### src/rtl/usart_tx_pkg.sv
package usart_tx_pkg;

  // Per-tick commands from the sequencer to the datapath.
  typedef struct packed {
    logic loadData;  // move holding register into the shifter
    logic loadSync;  // load the next sync character into the shifter
    logic shift;     // advance to the next frame bit
    logic mark;      // line idles high (idle or stop period)
  } txStrobe_t;

endpackage

### src/rtl/usart_tx_ctrl.sv
module usart_tx_ctrl
  import usart_tx_pkg::*;
#(
  parameter int DATA_W   = 8,
  parameter int FAST_DIV = 16,
  parameter int SLOW_DIV = 64
) (
  input  logic       clk,
  input  logic       rst,
  input  logic       tick,
  input  logic       txEn,
  input  logic       ctsN,
  input  logic       syncMode,
  input  logic [1:0] baudSel,
  input  logic [1:0] lenSel,
  input  logic       parEn,
  input  logic [1:0] stopSel,
  input  logic       holdFull,
  output txStrobe_t  strb,
  output logic       busyData
);

  localparam int CNT_W  = $clog2(SLOW_DIV) + 1;
  localparam int STOP_W = CNT_W + 2;
  localparam int BIT_W  = $clog2(DATA_W + 3);

  typedef enum logic [1:0] {S_IDLE, S_DATA, S_STOP} txState_t;

  txState_t           state, stateN;
  logic [CNT_W-1:0]   subCnt, subN, factor;
  logic [BIT_W-1:0]   bitsLeft, bitsN, nBits;
  logic [STOP_W-1:0]  stopRem, stopN, halves, stopTicks;
  logic               busyN, subLast, frameDone, gate;

  always_comb begin
    if (syncMode)              factor = CNT_W'(1);
    else if (baudSel == 2'b00) factor = CNT_W'(1);
    else if (baudSel == 2'b01) factor = CNT_W'(FAST_DIV);
    else                       factor = CNT_W'(SLOW_DIV);
    case (stopSel)
      2'b00:   halves = STOP_W'(2);
      2'b01:   halves = STOP_W'(3);
      default: halves = STOP_W'(4);
    endcase
    stopTicks = (halves * STOP_W'(factor) + STOP_W'(1)) >> 1;
    nBits     = BIT_W'(5) + BIT_W'(lenSel) + BIT_W'(parEn) + BIT_W'(!syncMode);
    gate      = txEn && !ctsN;
  end

  always_comb begin
    strb      = '0;
    stateN    = state;
    subN      = subCnt;
    bitsN     = bitsLeft;
    stopN     = stopRem;
    busyN     = busyData;
    subLast   = (subCnt == factor - CNT_W'(1));
    frameDone = (state == S_IDLE)
             || (state == S_STOP && stopRem == STOP_W'(1))
             || (state == S_DATA && subLast && bitsLeft == BIT_W'(1) && syncMode);
    if (tick) begin
      if (!txEn) begin
        stateN    = S_IDLE;
        strb.mark = 1'b1;
        busyN     = 1'b0;
        subN      = '0;
      end else if (frameDone) begin
        if (gate && (holdFull || syncMode)) begin
          strb.loadData = holdFull;
          strb.loadSync = !holdFull;
          stateN        = S_DATA;
          subN          = '0;
          bitsN         = nBits;
          busyN         = holdFull;
        end else begin
          stateN    = S_IDLE;
          strb.mark = 1'b1;
          busyN     = 1'b0;
          subN      = '0;
        end
      end else if (state == S_DATA) begin
        if (subLast) begin
          subN = '0;
          if (bitsLeft == BIT_W'(1)) begin
            stateN    = S_STOP;
            stopN     = stopTicks;
            strb.mark = 1'b1;
          end else begin
            strb.shift = 1'b1;
            bitsN      = bitsLeft - BIT_W'(1);
          end
        end else begin
          subN = subCnt + CNT_W'(1);
        end
      end else begin
        stopN     = stopRem - STOP_W'(1);
        strb.mark = 1'b1;
      end
    end
  end

  always_ff @(posedge clk) begin
    if (rst) begin
      state    <= S_IDLE;
      subCnt   <= '0;
      bitsLeft <= '0;
      stopRem  <= '0;
      busyData <= 1'b0;
    end else begin
      state    <= stateN;
      subCnt   <= subN;
      bitsLeft <= bitsN;
      stopRem  <= stopN;
      busyData <= busyN;
    end
  end

  // the within-bit tick counter never reaches the bit length
  p_sub_bound_r5: assert property (@(posedge clk) disable iff (rst)
    (state == S_DATA) |-> (subCnt < factor));

  // synchronous characters carry no stop period
  p_no_stop_sync_r10: assert property (@(posedge clk) disable iff (rst)
    (state == S_STOP) |-> !syncMode);

endmodule

### src/rtl/usart_tx_dp.sv
module usart_tx_dp
  import usart_tx_pkg::*;
#(
  parameter int DATA_W = 8
) (
  input  logic              clk,
  input  logic              rst,
  input  logic              tick,
  input  logic              brk,
  input  txStrobe_t         strb,
  input  logic              syncMode,
  input  logic [1:0]        lenSel,
  input  logic              parEn,
  input  logic              parOdd,
  input  logic              dualSync,
  input  logic [DATA_W-1:0] syncA,
  input  logic [DATA_W-1:0] syncB,
  input  logic              wrData,
  input  logic [DATA_W-1:0] dataIn,
  output logic              holdFull,
  output logic              line
);

  localparam int FRAME_W = DATA_W + 2;
  localparam int FI_W    = $clog2(FRAME_W);
  localparam int DI_W    = (DATA_W > 1) ? $clog2(DATA_W) : 1;

  logic [DATA_W-1:0]  holdReg, charSrc;
  logic [FRAME_W-1:0] shReg, shNext, frameVal;
  logic               syncSel, parBit;
  int                 lenInt, off;

  // Assemble the frame for the character being loaded, LSB first at bit 0.
  always_comb begin
    charSrc  = strb.loadSync ? ((syncSel && dualSync) ? syncB : syncA) : holdReg;
    lenInt   = 5 + int'(lenSel);
    off      = syncMode ? 0 : 1;
    frameVal = '1;
    parBit   = parOdd;
    if (!syncMode) frameVal[0] = 1'b0;
    for (int i = 0; i < DATA_W; i++) begin
      if (i < lenInt) begin
        parBit = parBit ^ charSrc[DI_W'(i)];
        frameVal[FI_W'(i + off)] = charSrc[DI_W'(i)];
      end
    end
    if (parEn) frameVal[FI_W'(lenInt + off)] = parBit;
  end

  always_comb begin
    if (strb.loadData || strb.loadSync) shNext = frameVal;
    else if (strb.shift)                shNext = {1'b1, shReg[FRAME_W-1:1]};
    else                                shNext = shReg;
  end

  always_ff @(posedge clk) begin
    if (rst) begin
      holdReg  <= '0;
      holdFull <= 1'b0;
      shReg    <= '1;
      syncSel  <= 1'b0;
      line     <= 1'b1;
    end else begin
      if (wrData) begin
        holdReg  <= dataIn;
        holdFull <= 1'b1;
      end else if (strb.loadData) begin
        holdFull <= 1'b0;
      end
      shReg <= shNext;
      if (strb.loadSync)                    syncSel <= dualSync && !syncSel;
      else if (strb.loadData || strb.mark)  syncSel <= 1'b0;
      if (tick) line <= brk ? 1'b0 : (strb.mark ? 1'b1 : shNext[0]);
    end
  end

  // a data load only ever empties a holding register that was full
  p_load_from_full_r8: assert property (@(posedge clk) disable iff (rst)
    (strb.loadData && !wrData) |=> !holdFull);

endmodule

### src/rtl/usart_tx.sv
module usart_tx
  import usart_tx_pkg::*;
#(
  parameter int DATA_W   = 8,
  parameter int FAST_DIV = 16,
  parameter int SLOW_DIV = 64
) (
  input  logic              clk,
  input  logic              rst,
  input  logic              txClk,
  input  logic              ctsN,
  input  logic              cmdTxEn,
  input  logic              cmdBreak,
  input  logic              cfgSync,
  input  logic [1:0]        cfgBaud,
  input  logic [1:0]        cfgLen,
  input  logic              cfgParEn,
  input  logic              cfgParOdd,
  input  logic [1:0]        cfgStop,
  input  logic              cfgDualSync,
  input  logic [DATA_W-1:0] syncCharA,
  input  logic [DATA_W-1:0] syncCharB,
  input  logic              wrData,
  input  logic [DATA_W-1:0] dataIn,
  output logic              txd,
  output logic              txRdy,
  output logic              txEmpty
);

  txStrobe_t strb;
  logic      txClkQ, tick, holdFull, busyData;

  always_ff @(posedge clk) txClkQ <= txClk;
  assign tick = txClkQ && !txClk;

  usart_tx_ctrl #(.DATA_W(DATA_W), .FAST_DIV(FAST_DIV), .SLOW_DIV(SLOW_DIV)) u_ctrl (
    .clk(clk), .rst(rst), .tick(tick), .txEn(cmdTxEn), .ctsN(ctsN),
    .syncMode(cfgSync), .baudSel(cfgBaud), .lenSel(cfgLen), .parEn(cfgParEn),
    .stopSel(cfgStop), .holdFull(holdFull), .strb(strb), .busyData(busyData)
  );

  usart_tx_dp #(.DATA_W(DATA_W)) u_dp (
    .clk(clk), .rst(rst), .tick(tick), .brk(cmdBreak), .strb(strb),
    .syncMode(cfgSync), .lenSel(cfgLen), .parEn(cfgParEn), .parOdd(cfgParOdd),
    .dualSync(cfgDualSync), .syncA(syncCharA), .syncB(syncCharB),
    .wrData(wrData), .dataIn(dataIn), .holdFull(holdFull), .line(txd)
  );

  assign txRdy   = !holdFull;
  assign txEmpty = !holdFull && !busyData;

  // a disabled transmitter idles at mark from the tick it is seen
  p_mark_when_off_r2: assert property (@(posedge clk) disable iff (rst)
    (tick && !cmdTxEn && !cmdBreak) |=> txd);

  // break pulls the line low on every tick it is held
  p_break_low_r12: assert property (@(posedge clk) disable iff (rst)
    (tick && cmdBreak) |=> !txd);

  // the line only moves on a transmit clock falling edge
  p_edge_only_r7: assert property (@(posedge clk) disable iff (rst)
    !tick |=> $stable(txd));

  // a host write always leaves the block not ready
  p_write_busy_r8: assert property (@(posedge clk) disable iff (rst)
    wrData |=> !txRdy);

endmodule

### config.mk
export PLATFORM = sky130hd
export DESIGN_NAME = usart_tx
export DESIGN_NICKNAME = d
export VERILOG_FILES = /design/src/rtl/usart_tx_pkg.sv /design/src/rtl/usart_tx_ctrl.sv /design/src/rtl/usart_tx_dp.sv /design/src/rtl/usart_tx.sv
export SDC_FILE = /design/constraint.sdc
export NUM_CORES = 1
export LEC_CHECK = 0
export ABC_AREA = 1
export BUFFER_PORTS_ARGS = -buffer_cell sky130_fd_sc_hd__buf_2
export CAP_MARGIN = 20
export CORE_UTILIZATION = 60
export CTS_CLUSTER_DIAMETER = 120
export DETAILED_ROUTE_END_ITERATION = 8
export PLACE_DENSITY = 0.92
export SYNTH_ARGS = -nofsm -noshare
export SYNTH_HDL_FRONTEND = slang
export SYNTH_SLANG_ARGS = --single-unit
### constraint.sdc
create_clock -name clk -period 3.9 [get_ports clk]
set_input_delay 0.585 -clock clk [delete_from_list [all_inputs] [get_ports clk]]
set_output_delay 0.585 -clock clk [all_outputs]
set_load 0.05 [all_outputs]
==> qor.txt, run 1 <==
Outcome -> finished with violations
Violated checks -> DRC
H-tree depth -> 2
Worst Setup Start Kind -> input pin
Reg area -> 821 µm²
Fin. Hold Viols -> 0
Seq/Total Area, Yosys -> 28.9%
Maximum clock frequency -> 320 MHz
Port-buffer cells -> 31
Number of vias per cell -> 5.60
Root Driver -> clkbuf_8
First-pass GRT wire length -> 10.5 mm
Critical path class -> in2reg
Total net switching power -> 0.000246 W
Worst-path clk slew -> 0.07 ns
Setup crit start -> cfgSync
Number of global-route vias before repair -> 2,522
Post-synthesis cell area -> 0.00284 mm²
Area share of the largest cell type after synthesis -> 28.9%
Io pins -> 44
Worst r2r src -> txClkQ$_DFF_P_
Final core occ -> 70.3%
DRC viols -> 6
Slew Viols, Final -> 0
Sequential share of power -> 50.0%
Antenna-violating nets left -> 0
Crit path max fanout -> 13
Comb pwr share -> 17.1%
Total CTS buffers -> 5
Synth Flop Type -> dfxtp_1
Min cycle time layout -> 3.13 ns
Final setup skew -> 0.00332 ns
Async S/R FF share, synth -> 0%
Sinks on Clock Net -> 41
CTS tree -> done
CP arrival -> 3.31 ns
Most common cell after layout, fill and taps aside -> nand2_1
GP Congestion -> 0.862
Setup Buffers After CTS -> 0
Largest area contributor in the netlist -> dfxtp_1
Largest net degree at the start of global routing -> 21
Non-filler instance count after layout -> 503
Hold slack -> 0.411 ns
Filler cells -> 357
Number of nets in the layout -> 510
Synth Warn # -> 0
Synth Register Bits -> 41
Power Total -> 0.000865 W
Sw Ratio -> 28.5%
Most frequent cells in the layout -> 92 x nand2_1, 67 x inv_1, 45 x nor2_1
Mean routed wirelength per cell -> 12.3 µm
Slew HR -> 64.9%
Placed Cells -> 496
Die Ht -> 70.8 µm
Area growth syn-to-layout -> 10.1%
Required time worst endpoint -> 4.09 ns
Hold Path Class -> in2reg
Worst-Skew Late Latency -> 0.30 ns
Int Pwr -> 0.000619 W
Synth unique cells -> 47
Slew @ Worst Pin -> 0.522 ns
1st-pass router iterations -> 7
Max Root-Sink Buffers -> 2
Inserted Diodes -> 0
# hold bufs at CTS -> 0
Total congestion overflow -> 0
Die W -> 70.8 µm
Row Count -> 24
Setup violations, final -> 0
Syn Area/Cell -> 6.79 µm²
Leak -> 1.52 nW
Post-synth EDFFs -> 0
Final TNS setup -> 0 ns
Power Dens Cells -> 277 mW/mm²
Final wirelength -> 6.21 mm
Setup crit end kind -> flop
Syn_nets -> 477
Multi-input logic area -> 0.00170 mm²
Via count -> 2,816
Share of layout cells above drive strength 1 -> 13.5%
Post-DP HPWL -> 4.76 mm
Core Area -> 0.00444 mm²
Synth area leaders -> dfxtp_1 29%, nand2_1 12%, inv_1 8.9%
Maxcap violations -> 0
HP Start -> txClk
Tcrit/Tclk final -> 80.1%
Initial antenna violation count -> 0
Clk pwr share -> 32.9%
Die ar. -> 0.00501 mm²
Initial Utilization -> 63.8%
Total GRT Usage -> 26.2%
RSZ-0062 raised after global routing -> false
# resized after CTS -> 0
Peak supply drop -> 230 µV
Synthesized instance count -> 418
DRT iter0 DRCs -> 162
routing by layer:
metal	vias up	track usage (%)	share of wire (%)
li1	1439	-	-
met1	1279	32.4	46
met2	87	44.2	47
met3	11	5.70	5.3
met4	0	11.3	1.6
met5	-	0	0
critical path: stages:
cell	delay (ns)
buf_2	0.15
inv_2	0.18
nand2_2	0.10
nor2_1	0.13
inv_1	0.08
ha_1	0.29
inv_1	0.04
nand2_1	0.05
nand2_1	0.05
nor2_1	0.12
nand3_2	0.10
nor2_4	0.13
nand3_4	0.11
nand2_8	0.13
inv_6	0.07
nor3_4	0.21
inv_2	0.15
nand2_4	0.12
inv_4	0.08
nand2_1	0.07
o211ai_1	0.09
or2_2	0.28
cells by family (layout without fill, tap and decap cells):
| logic type | count (synthesis) | in the layout | synth area share, % |
|---|---|---|---|
| and+or+nand+nor | 192 | 192 | 32.3 |
| buffers and inverters | 79 | 112 | 11.0 |
| DFF | 41 | 41 | 28.9 |
| adders and majority gates | 18 | 18 | 8.47 |
| AOI/OAI and AO/OA | 81 | 81 | 17.0 |
| muxes | 2 | 2 | 0.706 |
| xor gates and xnor gates | 5 | 5 | 1.54 |
stage by stage:
stage               area [µm²]  setup WS, ns
finish                    3120         0.775
global route              3120         0.551
CTS                       3120         0.781
detailed placement        3040         0.481
global placement          3040         0.539
floorplan                 2840          1.03
area by class of cell:
type                    count  area share (%)
inverters                  72            8.89
flip-flops and latches     41            26.3
clock buffers               7            2.76
well taps                  52            2.08
multi-input cells         298            54.5
repair buffers             33            5.45
final timing paths:
kind | to | slack, ns | depth (start not counted)
setup / recovery | u_dp.shReg[0]$_SDFF_PP1_ | 0.77 | 22
hold / removal | txClkQ$_DFF_P_ | 0.41 | 1
setup reg to reg | u_dp.shReg[6]$_SDFFE_PP1P_ | 1.42 | 15
hold reg to reg | u_dp.shReg[9]$_SDFFE_PP1P_ | 0.44 | 2
power by group through the flow:
stage          combinational, W  sequential (W)  clock (W)
2_1_floorplan          0.000101        0.000443          0
4_1_cts                0.000147        0.000433   0.000286
5_1_grt                0.000166        0.000433   0.000305
3_5_place_dp           0.000146        0.000442          0
3_3_place_gp           0.000140        0.000442          0
6_report               0.000148        0.000433   0.000285
synthesized netlist by cell type, types with 2 or more instances:
cell and n:
nand4_1 8, a211oi_1 6, nand2_2 3, nand3_4 2
dfxtp_1 41, inv_2 3, clkbuf_1 5, mux2i_1 2
nand2_1 92, nor4_1 4, xor2_1 4, fa_1 2
o21ai_0 30, nor3b_1 3, nor3_1 3, nand3b_1 2
a21oi_1 22, nor2_1 45, a221oi_1 4, inv_1 67
a31oi_1 6, o221ai_1 3, or2_2 2, nor3_2 2
nand2_4 3, nand3_1 17, ha_1 16, o21a_1 2
sequential cells by signal, indices dropped and copies added, names as in the netlist:
name             flops
u_dp.holdFull        1
u_dp.syncSel         1
u_ctrl.bitsLeft      4
u_ctrl.state         2
u_ctrl.stopRem       9
u_dp.line            1
u_ctrl.busyData      1
txClkQ               1
u_dp.holdReg         4
u_ctrl.subCnt        7
u_dp.shReg          10
No activity file was read; power rests on OpenSTA's default activity.
==> run 2, diff against run 1 <==
ABC_AREA = 0   (was 1)
CORE_UTILIZATION = 57   (was 60)
PLACE_DENSITY = 0.88   (was 0.92)
clock period = 3.1 ns   (was 3.9 ns; I/O delays follow)
==> run 2 against run 1 <==
The run now ends clean. Combinational power rose by 35%. Register-to-register slack got worse by 1.0 ns. Non-clock buffer count rose by 10. Die area rose by 1.8%. Utilization fell by 0.63 points. Routed wire length rose by 5.1%. Critical path type unchanged. Critical endpoint is now u_dp.shReg[4]$_SDFFE_PP1P_.
==> qor.txt, run 2 <==
Top Registers -> u_dp.shReg x10, u_ctrl.stopRem x9, u_ctrl.subCnt x7
Worst r2r src -> u_ctrl.stopRem[0]$_SDFFE_PP0P_
Outcome -> complete, no violations
Mean routed wirelength per cell -> 15.7 µm
Power Total -> 0.00128 W
Max Root-Sink Buffers -> 2
Total congestion overflow -> 0
Tcrit/Tclk final -> 89.5%
DRC viols -> 0
Via count -> 2,583
Power Dens Cells -> 410 mW/mm²
# resized after CTS -> 0
Largest net degree at the start of global routing -> 36
Leak -> 1.27 nW
Final setup skew -> 0.00536 ns
Top reg by flops -> u_dp.shReg
Io pins -> 44
Synth Flop Type -> dfxtp_1
Row Count -> 24
Initial antenna violation count -> 0
Synth unique cells -> 59
H-tree depth -> 2
Peak supply drop -> 275 µV
Synth Warn # -> 0
Maxcap violations -> 0
Hold Path Class -> in2reg
Post-synth EDFFs -> 0
Worst-path clk slew -> 0.08 ns
Antenna-violating nets left -> 0
Area growth syn-to-layout -> 14.3%
Initial Utilization -> 60.9%
Max reg flops -> 10
Worst-Skew Late Latency -> 0.30 ns
Syn_nets -> 384
Top-count cell post-synth -> dfxtp_1
Slew @ Worst Pin -> 0.935 ns
# hold bufs at CTS -> 0
Cell area after placement -> 0.00300 mm²
CTS tree -> done
Total GRT Usage -> 27.4%
Number of vias per cell -> 6.22
Most common cell after layout, fill and taps aside -> dfxtp_1
Async S/R FF share, synth -> 0%
Core Area -> 0.00450 mm²
Slew Viols, Final -> 0
Post-DP HPWL -> 4.80 mm
Number of global-route vias before repair -> 2,485
Root Driver -> clkbuf_8
RSZ-0062 raised after global routing -> false
Worst Setup Start Kind -> input pin
Die ar. -> 0.00510 mm²
GP Congestion -> 0.873
Die W -> 71.4 µm
Most frequent cells in the layout -> 41 x dfxtp_1, 35 x nor2_1, 31 x buf_2
Port-buffer cells -> 31
Sinks on Clock Net -> 41
Inserted Diodes -> 0
Required time worst endpoint -> 3.28 ns
Synthesized instance count -> 325
Syn Area/Cell -> 8.44 µm²
Setup crit start -> cfgBaud[1]
Crit path max fanout -> 4
Number of nets in the layout -> 421
Multi-input logic area -> 0.00182 mm²
Post-synthesis cell area -> 0.00274 mm²
Hold slack -> 0.286 ns
Finished Cell Area -> 0.00314 mm²
Critical path class -> in2reg
Final TNS setup -> 0 ns
Total CTS buffers -> 5
Setup crit end kind -> flop
Setup Buffers After CTS -> 0
Area share of the largest cell type after synthesis -> 29.9%
Most frequent cells after synthesis -> 41 x dfxtp_1, 35 x nor2_1, 22 x a21oi_1, 17 x nand2_1, 16 x ha_1
Fin. Hold Viols -> 0
Maximum clock frequency -> 360 MHz
Synth area leaders -> dfxtp_1 30%, ha_1 7.3%, mux2i_1 5.1%
Slew HR -> 37.1%
Synth Register Bits -> 41
Final wirelength -> 6.53 mm
HP Start -> txClk
Share of layout cells above drive strength 1 -> 20.4%
1st-pass router iterations -> 5
DRT iter0 DRCs -> 205
CP arrival -> 2.96 ns
Min cycle time layout -> 2.78 ns
Reg area -> 821 µm²
Die Ht -> 71.4 µm
Largest area contributor in the netlist -> dfxtp_1
Setup violations, final -> 0
Seq/Total Area, Yosys -> 29.9%
Filler cells -> 348
First-pass GRT wire length -> 11.2 mm
run 2: cell type report:
class                           instances  share of cell area, %
Multi-Input combinational cell        258                   58.0
Sequential cell                        41                   26.2
Timing Repair Buffer                   43                   7.82
Clock buffer                            5                   2.19
Clock inverter                          3                   2.19
Tap cell                               52                   2.07
Inverter                               13                   1.56
run 2: kinds of logic after synthesis:
group / Yosys count / share of synthesized area [%]
AO/OA/AOI/OAI: 87 / 21.6
buffers and inverters: 26 / 3.78
multiplexers: 19 / 7.57
XOR/XNOR: 18 / 5.75
AND/OR/NAND/NOR: 116 / 22.6
flip-flops: 41 / 29.9
adder cells (fa/ha/maj): 18 / 8.76
run 2: path summary, 6_finish.rpt:
check                                    end  slack [ns]  cells after the start
hold reg to reg   u_dp.shReg[9]$_SDFFE_PP1P_        0.49                      1
setup reg to reg  u_dp.shReg[4]$_SDFFE_PP1P_        0.37                      8
hold / removal                txClkQ$_DFF_P_        0.29                      1
setup / recovery  u_dp.shReg[4]$_SDFFE_PP1P_        0.32                     11
run 2: per-stage QoR:
| step | setup WS (ns) | utilization (%) | cells |
|---|---|---|---|
| after floorplan | 0.211 | - | 325 |
| after global placement | 0.151 | 66.6 | 407 |
| after detailed placement | 0.0714 | 66.6 | 407 |
| after CTS | 0.366 | 69.6 | 415 |
| after global routing | 0.0815 | 69.6 | 415 |
| final | 0.324 | 69.6 | 415 |
run 2: routing by layer:
metal	vias to the layer above	track usage, %	part of all wire (%)
li1	1261	-	-
met1	1222	34.5	44
met2	84	47.8	50
met3	16	4.22	4.6
met4	0	9.56	1.9
met5	-	0	0
run 2: critical path, stage by stage:
cell and delay [ns]:
buf_2 0.12, nor3b_1 0.25, inv_1 0.09, ha_1 0.22, xnor2_1 0.15, xnor2_1 0.26
nand4_1 0.28, a21oi_2 0.25, mux2i_1 0.27, mux2i_1 0.44, o211ai_1 0.15
run 2: where the power goes:
| group | internal (W) | switching, W | leakage, nW |
|---|---|---|---|
| Sequential | 0.000539 | 0.0000120 | 0.333 |
| Combinational | 0.0000866 | 0.000114 | 0.864 |
| Clock | 0.000324 | 0.000209 | 0.0687 |
==> run 3, diff against run 2 <==
clock period = 2.95 ns   (was 3.1 ns; I/O delays follow)
==> run 3 against run 2 <==
Cell count is 0.48% higher. Total power is 1.7% lower. Sequential share of layout area hardly changed. Register-to-register slack better by 0.03 ns. Global-route usage hardly changed. Clock skew is 0.0065 ns higher. Utilization is 0.11 points higher. Design area is 0.16% higher. Die area stayed put. Sequential power is 5.1% higher. Combinational power is 7% higher. Non-clock buffer count is 2 higher. Largest power group unchanged.
==> qor.txt, run 3 (synthesized netlist as in run 2, its figures left out) <==
Outcome -> complete, no violations
Cell area after placement -> 0.00301 mm²
First-pass GRT wire length -> 11.1 mm
Min cycle time layout -> 2.65 ns
RR Endpoint -> u_dp.shReg[2]$_SDFFE_PP1P_
Die W -> 71.4 µm
Worst-path clk slew -> 0.08 ns
WHS Endpoint -> txClkQ$_DFF_P_
R2R depth -> 10
GP Congestion -> 0.873
Max Root-Sink Buffers -> 2
Most frequent cells in the layout -> 41 x dfxtp_1, 35 x nor2_1, 31 x buf_2
Maximum clock frequency -> 377 MHz
Post-DP HPWL -> 4.77 mm
Largest net degree at the start of global routing -> 36
Top reg by flops -> u_dp.shReg
Number of vias per cell -> 6.28
Worst-Skew Late Latency -> 0.31 ns
Setup crit end kind -> flop
Worst r2r src -> u_ctrl.stopRem[1]$_SDFFE_PP0P_
# hold bufs at CTS -> 0
Slowest cell on crit path -> nor4_1
Io pins -> 44
Reg2Reg Setup Slack -> 0.40 ns
Max reg flops -> 10
Share of layout cells above drive strength 1 -> 21.6%
CP bufs+invs -> 2
Area growth syn-to-layout -> 14.5%
# resized after CTS -> 0
Setup violations, final -> 0
Tcrit/Tclk final -> 89.9%
CP delay by family, top -> simple AND/OR/NAND/NOR gates
Number of global-route vias before repair -> 2,534
Antenna-violating nets left -> 0
Finished Cell Area -> 0.00314 mm²
Total CTS buffers -> 5
Core Area -> 0.00450 mm²
DRT iter0 DRCs -> 214
CP arrival -> 2.89 ns
Row Count -> 24
Required time worst endpoint -> 3.18 ns
Worst hold stages -> 1
Fin. Hold Viols -> 0
Slew Viols, Final -> 0
CP most frequent cell -> xnor2_1
Final wirelength -> 6.50 mm
Crit path max fanout -> 8
CP max stage delay -> 0.36 ns
DRC viols -> 0
Maxcap violations -> 0
Cells along the critical path -> buf_2, nor3b_1, inv_1, ha_1, xnor2_1, xnor2_1, nand4_1, a21o_1, nor4_1, mux2i_2, o211ai_1
Peak supply drop -> 292 µV
Number of nets in the layout -> 423
Total GRT Usage -> 27.4%
H-tree depth -> 2
Initial Utilization -> 60.9%
Leak -> 1.26 nW
Most common cell after layout, fill and taps aside -> dfxtp_1
Setup Buffers After CTS -> 0
Critical path class -> in2reg
Power Dens Cells -> 402 mW/mm²
Total congestion overflow -> 0
Die Ht -> 71.4 µm
Mean routed wirelength per cell -> 15.6 µm
Sinks on Clock Net -> 41
Final TNS setup -> 0 ns
Inserted Diodes -> 0
Initial antenna violation count -> 0
Slew HR -> 54.1%
Hold Path Class -> in2reg
Via count -> 2,619
1st-pass router iterations -> 4
Die ar. -> 0.00510 mm²
CTS tree -> done
Slew @ Worst Pin -> 0.682 ns
RSZ-0062 raised after global routing -> false
Top Registers -> u_dp.shReg x10, u_ctrl.stopRem x9, u_ctrl.subCnt x7
Worst Setup Start Kind -> input pin
Port-buffer cells -> 31
Root Driver -> clkbuf_8
HP Start -> txClk
Final setup skew -> 0.0119 ns
[run 3: power by group]
part,switching [W],leakage (nW),internal [W],total [W]
clock network,0.000216,0.0543,0.000253,0.000469
registers,0.0000132,0.333,0.000566,0.000579
logic,0.000122,0.873,0.0000923,0.000214
total,0.000351,1.26,0.000912,0.00126
[run 3: layout make-up]
| cell class | count | area, µm² |
|---|---|---|
| Timing Repair Buffer | 45 | 260 |
| Tap cell | 52 | 65.1 |
| Inverter | 13 | 48.8 |
| Clock buffer | 5 | 68.8 |
| Fill cell | 331 | 1360 |
| Clock inverter | 3 | 46.3 |
| Multi-Input combinational cell | 258 | 1830 |
| Sequential cell | 41 | 821 |
[run 3: layer usage]
metal	global-route usage, %	vias to the layer above	wire length, µm
met5	0	-	0
met4	14.9	0	232
met3	5.91	24	339
met2	46.8	106	3160
met1	32.2	1228	2770
li1	-	1261	-
[run 3: worst max-delay path by stage]
stage,end,cells after the start,from,slack (ns)
3_3_place_gp,u_dp.shReg[4]$_SDFFE_PP1P_,11,cfgBaud[1],0.05
6_report,u_dp.shReg[4]$_SDFFE_PP1P_,11,cfgBaud[1],0.30
4_1_cts,u_dp.shReg[2]$_SDFFE_PP1P_,12,cfgBaud[1],0.27
5_1_grt,u_dp.shReg[4]$_SDFFE_PP1P_,11,cfgBaud[1],0.0004
3_5_place_dp,u_dp.shReg[2]$_SDFFE_PP1P_,12,cfgBaud[1],-0.04
2_1_floorplan,u_dp.shReg[4]$_SDFFE_PP1P_,12,cfgSync,0.08
[run 3: metrics by stage]
stage	setup WS (ns)	instances	hold WS, ns	util [%]	power, W
3_5_place_dp	-0.0420	409	0.449	66.9	0.000800
4_1_cts	0.267	417	0.268	69.5	0.00127
3_3_place_gp	0.0451	409	0.430	66.9	0.000791
6_report	0.297	417	0.280	69.8	0.00126
5_1_grt	0.000420	417	0.267	69.8	0.00131
2_1_floorplan	0.0832	325	0.416	-	0.000736
